[config.mk]
export PLATFORM = sky130hd
export DESIGN_NAME = adc_pair_sampler
export DESIGN_NICKNAME = d
export VERILOG_FILES = /design/src/rtl/adc_pair_sampler.sv
export SDC_FILE = /design/constraint.sdc
export NUM_CORES = 1
export LEC_CHECK = 0
export BUFFER_PORTS_ARGS = -buffer_cell sky130_fd_sc_hd__buf_2
export CAP_MARGIN = 0
export CORE_MARGIN = 5
export CORE_UTILIZATION = 57
export DETAILED_ROUTE_END_ITERATION = 16
export PLACE_DENSITY = 0.88
export SETUP_SLACK_MARGIN = 0.15
export SLEW_MARGIN = 30
export SYNTH_ARGS = -nofsm -noshare
export SYNTH_HDL_FRONTEND = slang
export SYNTH_SLANG_ARGS = --single-unit
export TNS_END_PERCENT = 5
[constraint.sdc]
create_clock -name clk -period 3.7 [get_ports clk]
set_clock_uncertainty 0.2 [all_clocks]
set_input_delay 0.185 -clock clk [delete_from_list [all_inputs] [get_ports clk]]
set_output_delay 0.185 -clock clk [all_outputs]
set_load 0.01 [all_outputs]
[src/rtl/adc_pair_sampler.sv]
module adc_pair_sampler #(
  parameter int CNT_W    = 16,
  parameter int SETUP_W  = 8,
  parameter int SCK_HALF = 2,
  parameter int NBITS    = 16
) (
  input  logic               clk,
  input  logic               rst_n,
  input  logic               tmr_en,
  input  logic [CNT_W-1:0]   period,
  input  logic [CNT_W-1:0]   cmp0,
  input  logic [CNT_W-1:0]   cmp1,
  input  logic [SETUP_W-1:0] setup_cycles,
  input  logic               miso0,
  input  logic               miso1,
  output logic               csn0,
  output logic               csn1,
  output logic               sck0,
  output logic               sck1,
  output logic [NBITS-1:0]   data0,
  output logic [NBITS-1:0]   data1,
  output logic               valid0,
  output logic               valid1,
  output logic               missed0,
  output logic               missed1
);
  localparam int PH_W = $clog2(2 * SCK_HALF + 1);
  localparam int BC_W = $clog2(NBITS + 1);
  localparam logic [PH_W-1:0] PH_RISE = PH_W'(SCK_HALF - 1);
  localparam logic [PH_W-1:0] PH_LAST = PH_W'(2 * SCK_HALF - 1);

  typedef enum logic [1:0] {IDLE, SETUP, SHIFT, HOLD} st_t;

  logic [CNT_W-1:0] tcnt;
  wire wrap = tmr_en && (tcnt == period);

  always_ff @(posedge clk) begin
    if (!rst_n)                tcnt <= '0;
    else if (!tmr_en || wrap)  tcnt <= '0;
    else                       tcnt <= tcnt + 1'b1;
  end

  for (genvar ch = 0; ch < 2; ch++) begin : g_ch
    wire [CNT_W-1:0] cmp_w  = (ch == 0) ? cmp0 : cmp1;
    wire             miso_w = (ch == 0) ? miso0 : miso1;
    wire             trig   = tmr_en && (tcnt == cmp_w);

    st_t              st;
    logic [SETUP_W-1:0] scnt;
    logic [PH_W-1:0]  ph;
    logic [BC_W-1:0]  bcnt;
    logic [NBITS-2:0] sh;
    logic             csn_r, sck_r, valid_r, armed, missed_r;
    logic [NBITS-1:0] data_r;

    always_ff @(posedge clk) begin
      if (!rst_n) begin
        st       <= IDLE;
        scnt     <= '0;
        ph       <= '0;
        bcnt     <= '0;
        sh       <= '0;
        csn_r    <= 1'b1;
        sck_r    <= 1'b0;
        valid_r  <= 1'b0;
        armed    <= 1'b1;
        missed_r <= 1'b0;
        data_r   <= '0;
      end else begin
        valid_r <= 1'b0;
        if (trig && st != IDLE) missed_r <= 1'b1;
        if (wrap || !tmr_en)                 armed <= 1'b1;
        else if (st == HOLD && ph == PH_RISE) armed <= 1'b0;
        unique case (st)
          IDLE: if (trig && armed) begin
            st    <= SETUP;
            csn_r <= 1'b0;
            scnt  <= '0;
          end
          SETUP: begin
            if ({1'b0, scnt} + 1'b1 >= {1'b0, setup_cycles}) begin
              st   <= SHIFT;
              ph   <= '0;
              bcnt <= '0;
            end else begin
              scnt <= scnt + 1'b1;
            end
          end
          SHIFT: begin
            if (ph == PH_LAST) begin
              ph    <= '0;
              sck_r <= 1'b0;
              if (bcnt == BC_W'(NBITS)) st <= HOLD;
            end else begin
              ph <= ph + 1'b1;
            end
            if (ph == PH_RISE) begin
              sck_r <= 1'b1;
              sh    <= {sh[NBITS-3:0], miso_w};
              bcnt  <= bcnt + 1'b1;
              if (bcnt == BC_W'(NBITS - 1)) begin
                data_r  <= {sh, miso_w};
                valid_r <= 1'b1;
              end
            end
          end
          HOLD: begin
            if (ph == PH_RISE) begin
              csn_r <= 1'b1;
              st    <= IDLE;
            end else begin
              ph <= ph + 1'b1;
            end
          end
          default: st <= IDLE;
        endcase
      end
    end
  end

  assign csn0    = g_ch[0].csn_r;
  assign csn1    = g_ch[1].csn_r;
  assign sck0    = g_ch[0].sck_r;
  assign sck1    = g_ch[1].sck_r;
  assign data0   = g_ch[0].data_r;
  assign data1   = g_ch[1].data_r;
  assign valid0  = g_ch[0].valid_r;
  assign valid1  = g_ch[1].valid_r;
  assign missed0 = g_ch[0].missed_r;
  assign missed1 = g_ch[1].missed_r;
endmodule

After elaboration in Yosys (flattened, before gate mapping)
Cells that the tools add are included.
- add/subtract/negate cells: 9
- multipliers: 0
- divide/modulo/power cells: 0
- order comparisons: 2
- equality and inequality tests: 33
- shift operators: 0
- mux-type cells: 44
- bitwise gates (word level): 1
- reductions and logical operators: 44
- operators with widths (operator ; number):
    $eq 16x16->1 ; 3
    $reduce_and 3->1 ; 12
    $mux 8 ; 4
    $pmux 8 s2 ; 2
    $ne 2x2->1 const B ; 14
    $mux 2 ; 10
    $mux 5 ; 4
    $pmux 5 s2 ; 2
    $reduce_bool 2->1 ; 10
    $add 8x1->9 const B ; 2
    $ge 9x8->1 ; 2
    $mux 3 ; 6
    $pmux 3 s3 ; 2
    $add 16x1->16 const B ; 1
    $add 8x1->8 const B ; 2
    $pmux 2 s4 ; 2
    $add 5x1->5 const B ; 2
    $eq 5x4->1 const B ; 2
    $eq 5x5->1 const B ; 2
    $mux 1 ; 10
    $reduce_and 5->1 ; 2
    $logic_and 1x1->1 ; 9
    $eq 2x2->1 const B ; 4
    $reduce_and 2->1 ; 4
    other kinds (12) ; 20
- register bits after elaboration: 124
- bits in latches: 0
- bits in writable memories: 0
- ROM bits: 0
- input bits: 61
- output and inout bits: 40
- logic and storage cells: 156
- memories kept: 0

Depth between registers and ports, before layout
Gate-level depths: netlist of run 1.
- depth after elaboration: 5
- mapped depth: 12
- gate-level depth less buffers: 11

Worst setup path before layout of run 1
No wires, ideal clock.
- kind: reg2reg
- start point: reg g_ch[1].scnt[0]
- end point: reg g_ch[1].scnt[7]
- setup time: 0.070 ns
- data arrival time: 2.721 ns
- required time: 3.430 ns
- path slack: 0.709 ns
- stages on the path, launching flop included: 13
- buffers on the path: 1
- period minus slack after synthesis: 2.991 ns
- path through: dfxtp_1 -> ha_1 -> nand3_1 -> nor2_1 -> xor2_1 -> ha_1 -> a21oi_1 -> nor2b_1 -> nor4b_1 -> and2_1 -> clkbuf_1 -> nand4_1 -> a21oi_1
- word-level cells in the longest chain between the ends: 4
- elaborated cells on any way between the ends: 7
- those cells by class: 2 x add/sub; 1 x order compare; 1 x eq/ne; 2 x mux; 1 x reduce/logical
- RTL lines (item ; RTL line ; source):
    start, declared ; 49 ; logic [SETUP_W-1:0] scnt;
    start signal, assigned ; 86 ; scnt <= scnt + 1'b1;
    $add 8x1->9 ; 81 ; if ({1'b0, scnt} + 1'b1 >= {1'b0, setup_cycles}) begin
    $ge 9x8->1 ; 81 ;
    $ne 2x2->1 (no source line) ; n/a ;
    $reduce_and 3->1 (no source line) ; n/a ;
Parallel ways exist; a longest one is shown, timed or not. The select of a mux whose other input is x is not followed.
A chain may end at the register's enable or synchronous reset.

Worst setup path after layout of run 1
- start point: reg g_ch[1].scnt[0]
- end point: reg g_ch[1].scnt[5]
The elaborated chain is that of the path after synthesis.

==> metrics.txt, run 1 <==
remaining global-route overflow=0; number of failing setup endpoints in the final timing report=0; Synth Net Count=885; final core utilization=69.1%; number of top-level pins=101; per-cell routed wire length=14.7 um; detail-routed via count per cell=5.52; biggest area consumer among synthesized cells=sky130_fd_sc_hd__dfxtp_1; final period demand of the worst path=3250 ps; Power per Cell Area=451 nW/um^2; initial core utilization=58.6%; most common cell after layout, fill and taps aside=sky130_fd_sc_hd__nand2_1; clock root cell=sky130_fd_sc_hd__clkbuf_16; maximum number of pins on one net before global-route repair=66; worst hold-check path type=primary input to flop; Cells after DPL=983; gate count of the mapped netlist=781; Post CTS Setup Buffer Count=0; timing-limited maximum frequency=0.308 GHz; final routed wirelength across all metal layers=14,900 um; Final Max Tran Viols=0; Clock transition at path regs=60 ps; part of the Yosys area used for sequential elements=38.7%; Layout fillers=831; setup repair after global routing missed its margin=true; worst hold margin=33.2 ps; Site Rows=38; overall power after layout=3.41 mW; number of routed nets with antenna violations=0; DR DRC count=0; synthesis-to-finish area growth=17.9%; number of register bits inferred by synthesis=124; fraction of layout instances using a drive strength above 1=17.2%; worst-path maximum fanout=8; data arrival time of the worst path=3330 ps; dominant cells by area after synthesis=sky130_fd_sc_hd__dfxtp_1, sky130_fd_sc_hd__nand2_1, sky130_fd_sc_hd__ha_1; Die Outline Area=13,500 sq um; share of the cycle needed by the critical path after routing=87.8%; Final Hold Violating Endpoints=0; Worst-Skew Late Latency=420 ps; dominant register cell in the synthesized netlist=sky130_fd_sc_hd__dfxtp_1; non-filler instance count after layout=1,019; width of the die=116 um; proportion of synthesized flip-flops having asynchronous set or reset=0%; iteration count of the initial detailed-routing pass=5; most frequent cells in the layout=sky130_fd_sc_hd__nand2_1, sky130_fd_sc_hd__dfxtp_1, sky130_fd_sc_hd__buf_2; category of the most critical setup path=flop to flop; clock buffer count from CTS=17; outcome=finished, final reports clean; antenna cells=0; portion of synthesized cell area occupied by the leading cell type=38.7%; I/O Buffers=100; yosys warns=0; Sum Neg Setup Slack=0 ps; Worst Setup Start Kind=flop; hpwl dp=10,300 um; first-pass GRT wire length=25,100 um; CTS tree=built; vertical die dimension=116 um; max cap viols=0; area of all sequential standard cells=2480 sq um; multi-input logic area=3610 sq um; vias in the first global route=5,588; post-synthesis instance area=6410 sq um; actual slew at the worst max-slew pin=701 ps; kind of end point of the critical path=flop; aggregate global-route resource usage=23.1%; via count=5,625; worst supply voltage drop on vdd=0.000399 V; unique cell type count in the Yosys netlist=60; synthesized area divided by synthesized cell count=8.21 sq um; Core Region=10,900 sq um; number of clock sinks seen by CTS=124; critical path data required time=3780 ps; starting DRC count in detailed routing=406; Lkg Pwr=3.09 nW; routability congestion estimate from global placement=0.855; worst max-slew margin expressed relative to the limit=53.2%; number of flops mapped to enable cells by yosys=0; number of nets in the layout=970; clk buf depth=2; H-Tree Level Count=4; antenna violations before repair=0
cells by family after synthesis:
| group | Yosys count | synth area share (%) |
|---|---|---|
| buffers and inverters | 74 | 5.02 |
| XOR/XNOR | 73 | 10.1 |
| multiplexers | 12 | 1.91 |
| AND/OR/NAND/NOR | 310 | 22.5 |
| adder cells (fa/ha/maj) | 43 | 8.39 |
| flip-flops | 124 | 38.7 |
| AO/OA/AOI/OAI | 145 | 13.3 |
synth_stat cells (6+ instances only):
library cell	count
sky130_fd_sc_hd__xnor2_1	24
sky130_fd_sc_hd__nor3_1	6
sky130_fd_sc_hd__nand4_1	11
sky130_fd_sc_hd__nand2_1	156
sky130_fd_sc_hd__a21oi_1	89
sky130_fd_sc_hd__nor4_1	6
sky130_fd_sc_hd__xor2_1	48
sky130_fd_sc_hd__o21ai_1	6
sky130_fd_sc_hd__dfxtp_1	124
sky130_fd_sc_hd__mux2i_1	10
sky130_fd_sc_hd__inv_1	31
sky130_fd_sc_hd__and3_1	9
sky130_fd_sc_hd__ha_1	43
sky130_fd_sc_hd__nor2b_1	10
sky130_fd_sc_hd__nor2_1	56
sky130_fd_sc_hd__clkbuf_1	30
sky130_fd_sc_hd__nand3_1	24
sky130_fd_sc_hd__o21ai_0	18
sequential cells by signal (all words and copies together), names as in the netlist, 2 cells and up:
name / cells
data0: 16
data1: 16
g_ch.armed: 2
g_ch.bcnt: 10
g_ch.ph: 6
g_ch.scnt: 16
g_ch.sh: 30
g_ch.st: 4
tcnt: 16
per-stage QoR:
stage	area (sq um)	setup WS, ps
after floorplan	6410	709
after global placement	6920	362
after detailed placement	6920	194
after CTS	7550	194
after global routing	7560	118
final	7560	451
path summary, 6_finish.rpt:
kind                             endpoint  slack, ps                          from  cells past startpoint
max          g_ch[1].scnt[5]$_SDFFE_PN0P_        450  g_ch[1].scnt[0]$_SDFFE_PN0P_                     11
min                  missed1$_SDFFE_PN0P_         30                      cmp1[13]                      6
max reg2reg  g_ch[1].scnt[5]$_SDFFE_PN0P_        450  g_ch[1].scnt[0]$_SDFFE_PN0P_                     11
min reg2reg         data0[3]$_SDFFE_PN0P_        250         data0[3]$_SDFFE_PN0P_                      2
what timing repair did:
item | 4_1_cts | 5_1_grt
hold buffers | 4 | 0
resized for setup | 0 | 2
setup endpoints to repair | 0 | 15
hold endpoints to repair | 7 | 0
power by group:
part / switching, mW / leakage, nW / internal, mW
Sequential: 0.0157 / 0.999 / 1.35
Combinational: 0.254 / 1.81 / 0.141
Clock: 0.620 / 0.283 / 1.03
layer usage:
layer / share of wire (%) / track usage [%] / wire length (um)
met1: 42 / 27.5 / 6260
met2: 50 / 39.6 / 7440
met3: 5.9 / 5.54 / 881
met4: 2.5 / 10.5 / 374
met5: 0 / 0 / 0
final cells by class:
class	instances	area share, %
Inverter	32	1.59
Timing Repair Buffer	108	7.55
Tap cell	140	2.32
Clock buffer	20	6.04
Multi-Input combinational cell	583	47.8
Clock inverter	12	1.80
Sequential cell	124	32.9
worst max-delay path: stages, from the launching register on:
cell	delay [ps]
sky130_fd_sc_hd__dfxtp_1	410
sky130_fd_sc_hd__ha_1	260
sky130_fd_sc_hd__nand3_1	160
sky130_fd_sc_hd__nor2_1	250
sky130_fd_sc_hd__xor2_1	170
sky130_fd_sc_hd__ha_1	260
sky130_fd_sc_hd__a21oi_1	130
sky130_fd_sc_hd__nor2b_1	70
sky130_fd_sc_hd__nor4b_2	400
sky130_fd_sc_hd__a21oi_1	270
sky130_fd_sc_hd__o311ai_0	400
sky130_fd_sc_hd__o21ai_1	130
(Power assumes the default switching activity.)
==> run 2: changes to the inputs <==
- CTS_BUF_LIST: unset -> sky130_fd_sc_hd__clkbuf_4 sky130_fd_sc_hd__clkbuf_8 sky130_fd_sc_hd__clkbuf_16
==> metrics.txt, run 2 (synthesized netlist as in run 1, its figures left out) <==
outcome=finished, final reports clean; antenna violations before repair=0 (unchanged); non-filler instance count after layout=1,019 (unchanged); Clock transition at path regs=60 ps (about the same); Cells after DPL=983 (unchanged); maximum number of pins on one net before global-route repair=66 (unchanged); Final Max Tran Viols=0 (unchanged); remaining global-route overflow=0 (unchanged); share of the cycle needed by the critical path after routing=88.0% (+0.16 points); least setup slack across all paths after layout=445 ps (-5.90 ps); clock buffer count from CTS=17 (unchanged); Lkg Pwr=3.09 nW (+0.11%); Layout fillers=832 (+0.12%); CTS tree=built; CP cell instances=ha_1 > nand3_1 > nor2_1 > xor2_1 > ha_1 > a21oi_1 > nor2b_1 > nor4b_2 > a21oi_1 > o311ai_0 > o21ai_1; via count=5,634 (+0.16%); synthesis-to-finish area growth=17.9% (about the same); Die Outline Area=13,500 sq um (unchanged); timing-limited maximum frequency=0.307 GHz (-0.18%); worst-path maximum fanout=8 (unchanged); final core utilization=69.1% (about the same); number of nets in the layout=970 (unchanged); Core Region=10,900 sq um (unchanged); clk buf depth=2 (unchanged); hpwl dp=10,300 um (unchanged); setup repair after global routing missed its margin=true; most common cell after layout, fill and taps aside=sky130_fd_sc_hd__nand2_1; number of failing setup endpoints in the final timing report=0 (unchanged); critical path data required time=3780 ps (about the same); aggregate global-route resource usage=23.2% (about the same); Sum Neg Setup Slack=0 ps (unchanged); iteration count of the initial detailed-routing pass=5 (unchanged); number of clock sinks seen by CTS=124 (unchanged); number of flip-flops in the largest register=30 (unchanged); most flop-heavy register=g_ch.sh; number of top-level pins=101 (unchanged); most frequent cells in the layout=sky130_fd_sc_hd__nand2_1, sky130_fd_sc_hd__dfxtp_1, sky130_fd_sc_hd__buf_2; fraction of layout instances using a drive strength above 1=17.3% (+0.11 points); DR DRC count=0 (unchanged); Power per Cell Area=452 nW/um^2 (+0.10%); routability congestion estimate from global placement=0.855 (unchanged); per-cell routed wire length=14.7 um (about the same); vertical die dimension=116 um (unchanged); vias in the first global route=5,582 (-0.11%); actual slew at the worst max-slew pin=705 ps (+4.96 ps); Post CTS Setup Buffer Count=0 (unchanged); Final Hold Violating Endpoints=0 (unchanged); worst max-slew margin expressed relative to the limit=52.8% (-0.33 points); DP Area=6920 sq um (unchanged); max cap viols=0 (unchanged); first-pass GRT wire length=25,200 um (about the same); final routed wirelength across all metal layers=14,900 um (about the same); kind of end point of the critical path=flop; number of routed nets with antenna violations=0 (unchanged); H-Tree Level Count=4 (unchanged); worst setup timing slack at the placement stage=194 ps (unchanged); width of the die=116 um (unchanged); final period demand of the worst path=3250 ps (+5.90 ps); antenna cells=0 (unchanged); I/O Buffers=100 (unchanged); cell type group with the largest total delay on the critical path=compound AO/OA/AOI/OAI gates; data arrival time of the worst path=3340 ps (about the same); initial core utilization=58.6% (unchanged); Worst Setup Start Kind=flop; starting DRC count in detailed routing=442 (+8.9%); area of all placed cells without fillers=7560 sq um (about the same); clock root cell=sky130_fd_sc_hd__clkbuf_16; category of the most critical setup path=flop to flop; Worst-Skew Late Latency=420 ps (about the same); Slowest Stage Delay on Critical Path=410 ps (about the same); Site Rows=38 (unchanged); number of buffers and inverters on the critical path=0 (unchanged); detail-routed via count per cell=5.53 (+0.16%); worst supply voltage drop on vdd=0.000401 V (+0.39%); slowest cell on the critical path=sky130_fd_sc_hd__dfxtp_1; worst hold-check path type=primary input to flop
## run 2: timing repair
action,in CTS,in global routing
hold buffers,4,0
resized for setup,0,2
endpoints found under the hold margin,7,0
endpoints found under the setup margin,0,15
## run 2: per-layer routing
layer  vias to the layer above  global-route usage (%)  part of all wire (%)
met3                        38                    5.48                   5.7
li1                       2814                       -                     -
met1                      2593                    27.5                    42
met4                         0                    10.4                   2.6
met5                         -                       0                     0
met2                       189                    39.7                    50
## run 2: layout make-up
| class | instances | area [sq um] | area share, % |
|---|---|---|---|
| multi-input cells | 583 | 3610 | 47.8 |
| inverters | 32 | 120 | 1.59 |
| flip-flops and latches | 124 | 2480 | 32.8 |
| clock buffers | 20 | 460 | 6.09 |
| clock inverters | 12 | 136 | 1.80 |
| well taps | 140 | 175 | 2.32 |
| repair buffers | 108 | 571 | 7.55 |
## run 2: power breakdown
part	internal [mW]	switching, mW	total (mW)
sequential	1.35	0.0156	1.36
clock	1.04	0.618	1.66
combinational	0.141	0.254	0.395
total	2.53	0.887	3.42
## run 2: worst register-to-register path: cells and delay by family, from the launching register on
| kind | cells | cell delay [ps] |
|---|---|---|
| adder cells (fa/ha/maj) | 2 | 520 |
| XOR/XNOR | 1 | 170 |
| flip-flops | 1 | 410 |
| AO/OA/AOI/OAI | 4 | 930 |
| AND/OR/NAND/NOR | 4 | 890 |
## run 2: stage by stage
stage          power [mW]  hold WS [ps]
2_1_floorplan        1.65           121
3_3_place_gp         1.76           234
3_5_place_dp         1.76           244
4_1_cts              3.41          42.0
5_1_grt              3.53          99.0
6_report             3.42          34.1
## run 2: final timing paths
path / start / endpoint / slack (ps) / cells past startpoint
worst max-delay path: g_ch[1].scnt[0]$_SDFFE_PN0P_ / g_ch[1].scnt[5]$_SDFFE_PN0P_ / 450 / 11
worst min-delay path: cmp1[13] / missed1$_SDFFE_PN0P_ / 30 / 6
worst max register to register: g_ch[1].scnt[0]$_SDFFE_PN0P_ / g_ch[1].scnt[5]$_SDFFE_PN0P_ / 450 / 11
worst min register to register: data0[3]$_SDFFE_PN0P_ / data0[3]$_SDFFE_PN0P_ / 250 / 2
